**config.mk**
```make
export PLATFORM = sky130hd
export DESIGN_NAME = wd_wide_decoder
export DESIGN_NICKNAME = d
export VERILOG_FILES = /design/src/rtl/wd_pkg.sv /design/src/rtl/wd_cfg_regs.sv /design/src/rtl/wd_product_term.sv /design/src/rtl/wd_sum_stage.sv /design/src/rtl/wd_wide_decoder.sv
export SDC_FILE = /design/constraint.sdc
export NUM_CORES = 1
export LEC_CHECK = 0
export BUFFER_PORTS_ARGS = -buffer_cell sky130_fd_sc_hd__buf_4
export CAP_MARGIN = 0
export CORE_UTILIZATION = 48
export DETAILED_ROUTE_END_ITERATION = 7
export HOLD_SLACK_MARGIN = 0.05
export PLACE_DENSITY = 0.62
export SYNTH_ARGS = -nofsm -noshare
export SYNTH_HDL_FRONTEND = slang
export SYNTH_SLANG_ARGS = --single-unit
```
**constraint.sdc**
```tcl
create_clock -name clk -period 3.7 [get_ports clk]
set_input_delay 0.37 -clock clk [delete_from_list [all_inputs] [get_ports clk]]
set_output_delay 0.37 -clock clk [all_outputs]
set_load 0.01 [all_outputs]
```
**src/rtl/wd_pkg.sv**
```systemverilog
`timescale 1ns/1ps
package wd_pkg;

    typedef enum logic [1:0] {
        LIT_IGNORE = 2'b00,
        LIT_TRUE   = 2'b01,
        LIT_INVERT = 2'b10,
        LIT_RSVD   = 2'b11
    } lit_code_e;

    // A literal passes (evaluates to 1) when it is satisfied or not selected.
    function automatic logic lit_pass(input logic [1:0] code, input logic x);
        logic r;
        case (lit_code_e'(code))
            LIT_TRUE:   r = x;
            LIT_INVERT: r = ~x;
            default:    r = 1'b1;
        endcase
        return r;
    endfunction

endpackage

```
**src/rtl/wd_cfg_regs.sv**
```systemverilog
`timescale 1ns/1ps
module wd_cfg_regs #(
    parameter int N_GROUPS       = 4,
    parameter int VARS_PER_GROUP = 3,
    parameter int N_DEC          = 4,
    parameter int ADDR_W         = 5,
    parameter int DATA_W         = 8
) (
    input  logic                                                  clk,
    input  logic                                                  rst_n,
    input  logic                                                  wr_en,
    input  logic [ADDR_W-1:0]                                     wr_addr,
    input  logic [DATA_W-1:0]                                     wr_data,
    output logic [N_DEC-1:0][N_GROUPS*VARS_PER_GROUP-1:0][1:0]    cfg_o,
    output logic [N_DEC-1:0]                                      split_o,
    output logic [2*N_DEC-1:0]                                    mask_o
);
    localparam int N_IN       = N_GROUPS * VARS_PER_GROUP;
    localparam int N_TERM     = 2 * N_DEC;
    localparam int CFG_WORDS  = N_DEC * N_GROUPS;
    localparam int ADDR_SPLIT = CFG_WORDS;
    localparam int ADDR_MASK  = CFG_WORDS + 1;

    typedef struct packed {
        logic [N_DEC-1:0][N_IN-1:0][1:0] cfg;
        logic [N_DEC-1:0]                split;
        logic [N_TERM-1:0]               mask;
    } regs_t;

    regs_t state_d, state_q;

    always_comb begin
        state_d = state_q;
        if (wr_en) begin
            for (int d = 0; d < N_DEC; d++) begin
                for (int g = 0; g < N_GROUPS; g++) begin
                    if (wr_addr == ADDR_W'(d * N_GROUPS + g)) begin
                        for (int k = 0; k < VARS_PER_GROUP; k++) begin
                            state_d.cfg[d][g*VARS_PER_GROUP+k] = wr_data[2*k +: 2];
                        end
                    end
                end
            end
            if (wr_addr == ADDR_W'(ADDR_SPLIT)) begin
                state_d.split = wr_data[N_DEC-1:0];
            end
            if (wr_addr == ADDR_W'(ADDR_MASK)) begin
                state_d.mask = wr_data[N_TERM-1:0];
            end
        end
    end

    always_ff @(posedge clk or negedge rst_n) begin
        if (!rst_n) begin
            state_q <= '0;
        end else begin
            state_q <= state_d;
        end
    end

    assign cfg_o   = state_q.cfg;
    assign split_o = state_q.split;
    assign mask_o  = state_q.mask;

endmodule

```
**src/rtl/wd_product_term.sv**
```systemverilog
`timescale 1ns/1ps
module wd_product_term #(
    parameter int N_IN = 12
) (
    input  logic [N_IN-1:0]      in_bus,
    input  logic [N_IN-1:0][1:0] cfg,
    input  logic                 split,
    output logic                 lo_o,
    output logic                 hi_o
);
    import wd_pkg::*;

    localparam int LO_W = N_IN / 2;

    logic [N_IN-1:0] pass;

    for (genvar i = 0; i < N_IN; i++) begin : g_lit
        assign pass[i] = lit_pass(cfg[i], in_bus[i]);
    end

    logic lo_all, hi_all;
    assign lo_all = &pass[LO_W-1:0];
    assign hi_all = &pass[N_IN-1:LO_W];

    assign lo_o = split ? lo_all : (lo_all & hi_all);
    assign hi_o = split & hi_all;

endmodule

```
**src/rtl/wd_sum_stage.sv**
```systemverilog
`timescale 1ns/1ps
module wd_sum_stage #(
    parameter int N_TERM = 8
) (
    input  logic [N_TERM-1:0] terms,
    input  logic [N_TERM-1:0] mask,
    output logic              sop_o
);
    assign sop_o = |(terms & mask);
endmodule

```
**src/rtl/wd_wide_decoder.sv**
```systemverilog
`timescale 1ns/1ps
module wd_wide_decoder #(
    parameter  int N_GROUPS       = 4,
    parameter  int VARS_PER_GROUP = 3,
    parameter  int N_DEC          = 4,
    localparam int N_IN           = N_GROUPS * VARS_PER_GROUP,
    localparam int N_TERM         = 2 * N_DEC,
    localparam int ADDR_W         = $clog2(N_DEC * N_GROUPS + 2),
    localparam int DATA_W         = (2 * VARS_PER_GROUP > N_TERM) ? 2 * VARS_PER_GROUP : N_TERM
) (
    input  logic              clk,
    input  logic              rst_n,
    input  logic              wr_en,
    input  logic [ADDR_W-1:0] wr_addr,
    input  logic [DATA_W-1:0] wr_data,
    input  logic [N_IN-1:0]   in_bus,
    output logic [N_TERM-1:0] term_o,
    output logic              sop_o
);
    logic [N_DEC-1:0][N_IN-1:0][1:0] cfg_q;
    logic [N_DEC-1:0]                split_q;
    logic [N_TERM-1:0]               mask_q;

    wd_cfg_regs #(
        .N_GROUPS       (N_GROUPS),
        .VARS_PER_GROUP (VARS_PER_GROUP),
        .N_DEC          (N_DEC),
        .ADDR_W         (ADDR_W),
        .DATA_W         (DATA_W)
    ) u_cfg (
        .clk     (clk),
        .rst_n   (rst_n),
        .wr_en   (wr_en),
        .wr_addr (wr_addr),
        .wr_data (wr_data),
        .cfg_o   (cfg_q),
        .split_o (split_q),
        .mask_o  (mask_q)
    );

    for (genvar d = 0; d < N_DEC; d++) begin : g_dec
        wd_product_term #(
            .N_IN (N_IN)
        ) u_term (
            .in_bus (in_bus),
            .cfg    (cfg_q[d]),
            .split  (split_q[d]),
            .lo_o   (term_o[2*d]),
            .hi_o   (term_o[2*d+1])
        );
    end

    wd_sum_stage #(
        .N_TERM (N_TERM)
    ) u_sum (
        .terms (term_o),
        .mask  (mask_q),
        .sop_o (sop_o)
    );

endmodule

```
==> results of run 1 <==
kinds of logic (layout without fill, tap and decap cells):
group	count (synthesis)	in the layout
compound gates	67	67
mux	120	120
buf+inv	121	152
simple gates	81	81
fa+ha+maj	96	96
flops	108	108
final cells by class:
class | instances | area, um^2
clock buffer | 15 | 268
clock inverter | 1 | 30.0
fill | 1200 | 6020
inverter | 97 | 364
multi-input combinational | 364 | 3340
sequential | 108 | 2700
tap | 176 | 220
timing repair buffer | 39 | 293
cell usage in the layout, fill, tap and decap left out, types with 2 or more instances in the layout:
master                        n
sky130_fd_sc_hd__dfrtp_1    108
sky130_fd_sc_hd__clkbuf_1     4
sky130_fd_sc_hd__nand2_1     48
sky130_fd_sc_hd__nor3_1       7
sky130_fd_sc_hd__clkbuf_16    9
sky130_fd_sc_hd__nand4_1      3
sky130_fd_sc_hd__and2_1       5
sky130_fd_sc_hd__clkbuf_8     2
sky130_fd_sc_hd__o21a_1       2
sky130_fd_sc_hd__mux2_1      12
sky130_fd_sc_hd__ha_1        96
sky130_fd_sc_hd__nor2_1       5
sky130_fd_sc_hd__inv_1       97
sky130_fd_sc_hd__buf_4       39
sky130_fd_sc_hd__nor2b_1      8
sky130_fd_sc_hd__mux2_2     107
sky130_fd_sc_hd__o22ai_1     23
sky130_fd_sc_hd__o21ai_0     27
sky130_fd_sc_hd__o21ai_1      9
worst max path at each step:
stage | to | slack, ps | start
after floorplan | sop_o | 1570 | u_cfg.cfg_o[44]
after global placement | sop_o | 1330 | u_cfg.cfg_o[12]
after detailed placement | sop_o | 1290 | u_cfg.cfg_o[16]
after CTS | sop_o | 890 | u_cfg.cfg_o[16]
after global routing | sop_o | 780 | u_cfg.cfg_o[16]
final | sop_o | 920 | u_cfg.cfg_o[16]
registers in the layout, summed over array words and instances (netlist names):
signal         count
u_cfg.cfg_o       96
u_cfg.mask_o       8
u_cfg.split_o      4
metrics by stage:
stage / hold WS (ps) / total power [uW] / cell area [um^2] / setup WS (ps)
6_report: 131 / 3630 / 7220 / 925
5_1_grt: 199 / 3900 / 7220 / 781
4_1_cts: 180 / 3680 / 7220 / 895
3_5_place_dp: 498 / 2670 / 6920 / 1290
3_3_place_gp: 494 / 2600 / 6920 / 1330
2_1_floorplan: 74.4 / 2320 / 6530 / 1570
layer usage:
layer,routed length [um],vias to the layer above,part of all wire (%)
met5,0,-,0
met4,127,0,0.90
met3,502,8,3.6
met2,6470,44,46
met1,6980,2076,50
li1,-,2024,-
critical path: stages, from the launching register on:
cell and delay [ps]:
sky130_fd_sc_hd__dfrtp_1 380, sky130_fd_sc_hd__inv_1 60, sky130_fd_sc_hd__ha_1 190, sky130_fd_sc_hd__mux2_2 250, sky130_fd_sc_hd__o22ai_1 300, sky130_fd_sc_hd__nor3_1 120
sky130_fd_sc_hd__and2_1 200, sky130_fd_sc_hd__a221oi_1 290, sky130_fd_sc_hd__nand3b_1 100, sky130_fd_sc_hd__buf_4 150
power by group through the flow:
| stage | clock, uW | combinational, uW | sequential (uW) |
|---|---|---|---|
| finish | 991 | 1040 | 1600 |
| floorplan | 0 | 748 | 1570 |
| global placement | 0 | 1000 | 1600 |
| CTS | 1020 | 1060 | 1600 |
| detailed placement | 0 | 1050 | 1620 |
| global route | 1070 | 1190 | 1630 |
==> run summary, run 1 <==
The areal power density over the cells is 502 mW/mm^2. Internal power comes to 2510 uW. The tools report the count of pins over their slew limit as 0. The fraction of synthesized cell area in xor and xnor cells was 0%; the time the final worst path needs with I/O delays and setup was 2780 ps.

The run gives 4,355 as the number of global-route vias before repair. The detailed router finished its first iteration with 185 violations. Cells with a size suffix above 1 make up 26.0% of the layout. Summing the areas of all and, or, nand and nor instances in the mapped netlist gives 5.67% of the synthesized area. The setup total negative slack was 0 ps; the timing-limited maximum frequency was 360 MHz.

The synthesized netlist devotes 6.34% of its cell area to compound gates. In the synthesized netlist, the cells that appear most often are sky130_fd_sc_hd__dfrtp_1 (108), sky130_fd_sc_hd__mux2_2 (107), sky130_fd_sc_hd__inv_1 (97). Dividing the synthesized area by the synthesized cell count gives 11.0 um^2. Sorting the synthesized cells by area gives the leading types as sky130_fd_sc_hd__dfrtp_1 (41%), sky130_fd_sc_hd__mux2_2 (18%), sky130_fd_sc_hd__ha_1 (18%).

The net switching power is 1120 uW, and the share of the synthesized area in the top cell type is 41.4%. For the worst setup path, the data arrival time is 2410 ps. Of the synthesized area, sequential elements account for 41.4%. In this run the critical register-to-register path is launched from u_cfg.cfg_o[39]. After clock tree synthesis, the clock-pin slew on the worst setup and hold paths is 70 ps.

The final-report hold violation count was 0. The pin count of the biggest net entering global routing was 70; the global-route met3 utilization was 6.08%. The combinational family with the most area after synthesis was multiplexers.

For the part of the power in the clock network, the log shows 27.3%. Pin placement for this block handled 37 I/O pins. Measured along the x axis, the die boundary spans 119 um. Count of non-filler cells in the finished layout: 800.

Detailed placement finished with a half-perimeter wire length of 10.2 mm. The cell with the most instances after synthesis was sky130_fd_sc_hd__dfrtp_1. The portion of total power attributed to sequential cells was 44.0%; the data required time at the worst endpoint was 3330 ps.

After Yosys synthesis, full adders, half adders and majority gates account for 18.4% of the synthesized area. For the final database, setup skew stands at 0 ps. TritonCTS built the clock tree.

Setup violations remaining at the end of the flow were counted as 0. For the weighted congestion reported at the end of routability-driven placement, the log shows 0.753. The length in cells of the worst reg-to-reg path works out to 1. For the global-route wire length before repair, the log shows 23.1 mm. The number of synthesized register bits was 108; the share of the core filled with cells was 54.5%. The setup check on the worst reg-to-reg path leaves a slack of 2880 ps. Row generation in the floorplan step produced 42 rows. Global routing used 34.9% of the available met2 tracks. Across the VDD grid, the largest voltage drop is 315 uV. The core region is 0.0132 mm^2. The CTS root buffer is sky130_fd_sc_hd__clkbuf_16. After detailed routing, the average wire length per cell comes to 17.6 um.

In this run the static leakage power is 0.00358 uW. From synthesis to final layout, the design area changed by 10.6%. The number of nets handed over by synthesis was 717.

Yosys mapped the design onto 30 distinct sky130hd cell types. The final worst-path cycle share came out at 75.0%. The run gives 593 as the gate count of the mapped netlist. The H-tree depth is 3, and the number of vias per cell is 5.19. STA classifies the critical path startpoint as a flip-flop.

The worst setup path is captured at an output port. Clock tree synthesis inserted a total of 9 buffers. Measured against its own limit, the worst slew margin works out to 39.2%. Global routing finished with a remaining overflow of 0. The met1 track demand over resource came out at 29.9%. The kind of path behind the tightest hold check is in2async.

Peak fanout along the critical path: 3. The total setup buffers inserted after CTS is 0, and the number of buffers on the longest clock path is 2. In this run, synthesis inferred 0 flip-flops with an integrated enable.

Net switching is 30.8% of the power. The number of antenna diodes in the final layout is 0. The port buffer count was 36. The number of warnings reported in the yosys synthesis log is 0. Clock latency on the worst-skew pair, taken at its later pin, is 360 ps.

The endpoint identified for the worst register-to-register timing path is u_cfg.cfg_o[39]. The run gives 784 as the number of placed cells counting well taps. Measured along the y axis, the die boundary spans 119 um.

The synthesized area was 0.00653 mm^2. Max-cap violations in this run came to 0. The total number of nets in the final design came out at 743. Setup repair after global routing left no endpoint under its margin. The run gives 0 as the initial antenna violation count.

The first detailed-routing pass took 4 iterations. Per report_power, the combinational group accounts for 28.6% of the total. Global routing consumed, over all layers together, 22.0% of the routing resources. For this run, the leading register cell type out of synthesis is sky130_fd_sc_hd__dfrtp_1.

After global routing, the most crowded layer is met2. The run gives 108 as the sink count of the clock tree. The logs give 4,152 for the routed via count and 0.0141 mm^2 for the area of the die. The fraction of synthesis flops using an asynchronous set or reset pin was 100%. The effective utilization at floorplan is 49.3%.

The flow ran to the end, and the final reports show no timing, DRC or antenna violations. The count of nets left with antenna violations once routing finished came out at 0. For this run, design rule violations remaining after detail routing come to 0. The critical path is of the reg2out type. The post-detailed-routing wire length was 14.1 mm; the quantity of gates resized following cts was 0. Summed over all instances, the cell type with the most area after synthesis is sky130_fd_sc_hd__dfrtp_1.

The slew at the pin closest to its max-slew limit works out to 913 ps. After synthesis, the share of cell area in mux cells is 20.8%. Hold repair after CTS inserted 0 buffers.
Note: power is estimated with default switching activity, not from simulation.
==> run 2: changes to the inputs <==
clock period = 2.58 ns   (was 3.7 ns; I/O delays follow)
==> run 2 against run 1 <==
Effect of this change:
- sequential power is 43% higher
- clock-buffer cell count is 5 lower
- cell count is 0.50% higher
- total power is 41% higher
- largest cell class unchanged
- critical path depth stayed put
- largest power group unchanged
- hold slack better by 3.5 ps
- critical path type unchanged
- sequential cell count stayed put
- via count is 1.8% higher
==> run summary, run 2 (synthesis gave the netlist of run 1 again) <==
H-tree depth: 3 (unchanged). The count of endpoints failing setup in the final report is 0 (unchanged). The time the final worst path needs with I/O delays and setup was 2570 ps; the worst slew margin relative to its limit was 51.9% (+13 points). The number of vias per cell was 5.26 (+1.3%). Worst flop-to-flop path endpoint: u_cfg.cfg_o[8]. Critical path capture point type: an output port. The run gives 0 (unchanged) as the final-report hold violation count. The tools report the worst-case vdd ir drop as 391 uV (+24%). The number of global-route vias before repair is 4,348 (-0.16%). The critical path startpoint category is a flip-flop. The vertical die dimension works out to 119 um (unchanged).

The capture endpoint of the worst hold path is u_cfg.mask_o[7]. The run finished with clean final reports. Leaving out fill and tap cells, the most frequent cell in the layout is sky130_fd_sc_hd__dfrtp_1.

The number of top-level pins was 37 (unchanged); the port buffer count was 36 (unchanged). The run gives 0.798 (+6.0%) as the weighted congestion reported at the end of routability-driven placement. Total number of placement rows: 42 (unchanged).

TritonCTS built the clock tree. Total number of nets in the final design: 747 (+0.54%). The remaining routing DRC violations was 0 (unchanged). The number of flip-flops in the largest register works out to 96 (unchanged). The setup slack of the worst register-to-register path was 1750 ps (-1130 ps). The run gives 11.3 ps (-913 ps) as the setup slack of the critical path after layout.

By startpoint and endpoint, the worst setup path is classified as reg2out. Setup repair after global routing could not meet its margin everywhere. Clock-pin slew of the registers on the worst-case setup and hold paths: 70 ps (about the same). The sink count of the clock tree was 108 (unchanged). The final HPWL from detailed placement is 10.2 mm (-0.67%). The number of buffers on the longest clock path is 2 (unchanged), and the per-cell routed wire length is 17.3 um (-1.5%). The logs give 0.00338 mm^2 (+1.2%) for the multi-input gate area in the final layout and 55.0% (+0.50 points) for the share of the core filled with cells. The length in cells of the worst reg-to-reg path came out at 1 (unchanged).

In this run the most critical hold path is launched from wr_data[7]. The run gives 2310 ps (-100 ps) as the arrival time of data at the critical path endpoint. The number of antenna diodes is 0 (unchanged). Number of placed cells counting well taps: 787 (+0.38%). Timing-limited maximum frequency: 389 MHz. The number of maximum-capacitance constraint violations was 0 (unchanged). Peak fanout along the critical path: 3 (unchanged).

The count of filler cells inserted in the layout is 1,169 (-2.6%), and the count of non-filler cells in the finished layout is 804 (+0.50%). The pin count of the biggest net entering global routing was 41 (-41%); the clock latency reported for the late side of the worst-skew pair was 360 ps (about the same). The post-detailed-routing wire length is 13.9 mm (-1.0%), and the growth of design area from synthesis to finish is 11.6%. The initial antenna violation count was 0 (unchanged). Tracing the worst setup path back leads to its startpoint at u_cfg.cfg_o[20]. The effective utilization at floorplan is 49.3% (unchanged). The pre-CTS setup slack is 304 ps (-986 ps). The tools report the total setup buffers inserted after CTS as 0 (unchanged). In this run the worst hold path is classified as in2reg. The CTS root buffer is sky130_fd_sc_hd__clkbuf_16.

The slew at the pin closest to its max-slew limit was 720 ps (-193 ps). In the layout the commonest cells are sky130_fd_sc_hd__dfrtp_1 (108), sky130_fd_sc_hd__mux2_2 (106), sky130_fd_sc_hd__ha_1 (96). Global-route wire length before repair: 22.8 mm (-1.6%). The total global-route track usage was 21.6% (-0.44 points); the share of layout cells above drive strength 1 was 28.3% (+2.4 points). The tools report the routed via count as 4,227 (+1.8%). The number of routed nets with antenna violations came out at 0 (unchanged). The areal power density over the cells was 704 mW/mm^2 (+40%); the leakage power figure was 0.00361 uW (+1.0%). The number of clock buffers inserted by TritonCTS is 9 (unchanged). The number of iterations in the first detailed-routing pass is 4 (unchanged), and the data required time at the worst endpoint is 2320 ps (-1010 ps). The horizontal die dimension is 119 um (unchanged). The worst clock skew was 0 ps (unchanged). The storage element area is 0.00270 mm^2 (unchanged), and the total global routing overflow is 0 (unchanged). The DRC marker count from the first detailed-route iteration is 178 (-3.8%), and the placeable core area is 0.0132 mm^2 (unchanged). The count of pins over their slew limit was 0 (unchanged).

The final worst-path cycle share works out to 99.6%. In this run the critical register-to-register path is launched from u_cfg.cfg_o[8]. The area of the die came out at 0.0141 mm^2 (unchanged).

The instance count along the most critical hold path works out to 2.
[run 2: cell type report]
cell class | count | share of cell area (%)
clock buffer | 10 | 3.28
sequential | 108 | 37.1
tap | 176 | 3.02
multi-input combinational | 364 | 46.4
inverter | 97 | 5.00
timing repair buffer | 43 | 4.64
clock inverter | 6 | 0.550
[run 2: where the power goes]
part / switching, uW / internal [uW]
combinational: 760 / 767
sequential: 243 / 2050
clock: 632 / 680
total: 1630 / 3490
[run 2: worst max path at each step]
| stage | endpoint | slack [ps] |
|---|---|---|
| 6_report | sop_o | 10 |
| 5_1_grt | sop_o | -130 |
| 2_1_floorplan | sop_o | 570 |
| 3_3_place_gp | sop_o | 320 |
| 3_5_place_dp | sop_o | 300 |
| 4_1_cts | sop_o | -4 |
[run 2: what timing repair did]
action,in CTS,in global routing
setup endpoints to repair,1,1
pin swaps,3,0
hold buffers,1,0
gates resized for setup,8,2
endpoints found under the hold margin,36,0
[run 2: critical path, stage by stage, from the launching register on]
cell and delay [ps]:
sky130_fd_sc_hd__dfrtp_1 380, sky130_fd_sc_hd__inv_1 50, sky130_fd_sc_hd__ha_1 190, sky130_fd_sc_hd__mux2_2 250, sky130_fd_sc_hd__o22ai_1 180, sky130_fd_sc_hd__nor3_1 120
sky130_fd_sc_hd__and2_1 210, sky130_fd_sc_hd__a221oi_1 300, sky130_fd_sc_hd__nand3b_1 120, sky130_fd_sc_hd__buf_4 150
[run 2: layer usage]
metal  global-route usage, %  vias to the layer above  wire [um]
met5                       0                        -          0
met4                    6.49                        0        203
met3                    5.02                       13        448
met2                    35.4                       51       6630
met1                    28.3                     2132       6650
li1                        -                     2031          -
[run 2: through the flow]
stage / hold WS, ps / setup TNS, ps / power [uW] / instance area [um^2]
final: 134 / 0 / 5130 / 7280
after global routing: 122 / -129 / 5520 / 7280
after CTS: 121 / -4.24 / 5200 / 7280
after detailed placement: 278 / 0 / 3810 / 6960
after global placement: 271 / 0 / 3700 / 6960
after floorplan: -37.6 / 0 / 3330 / 6530
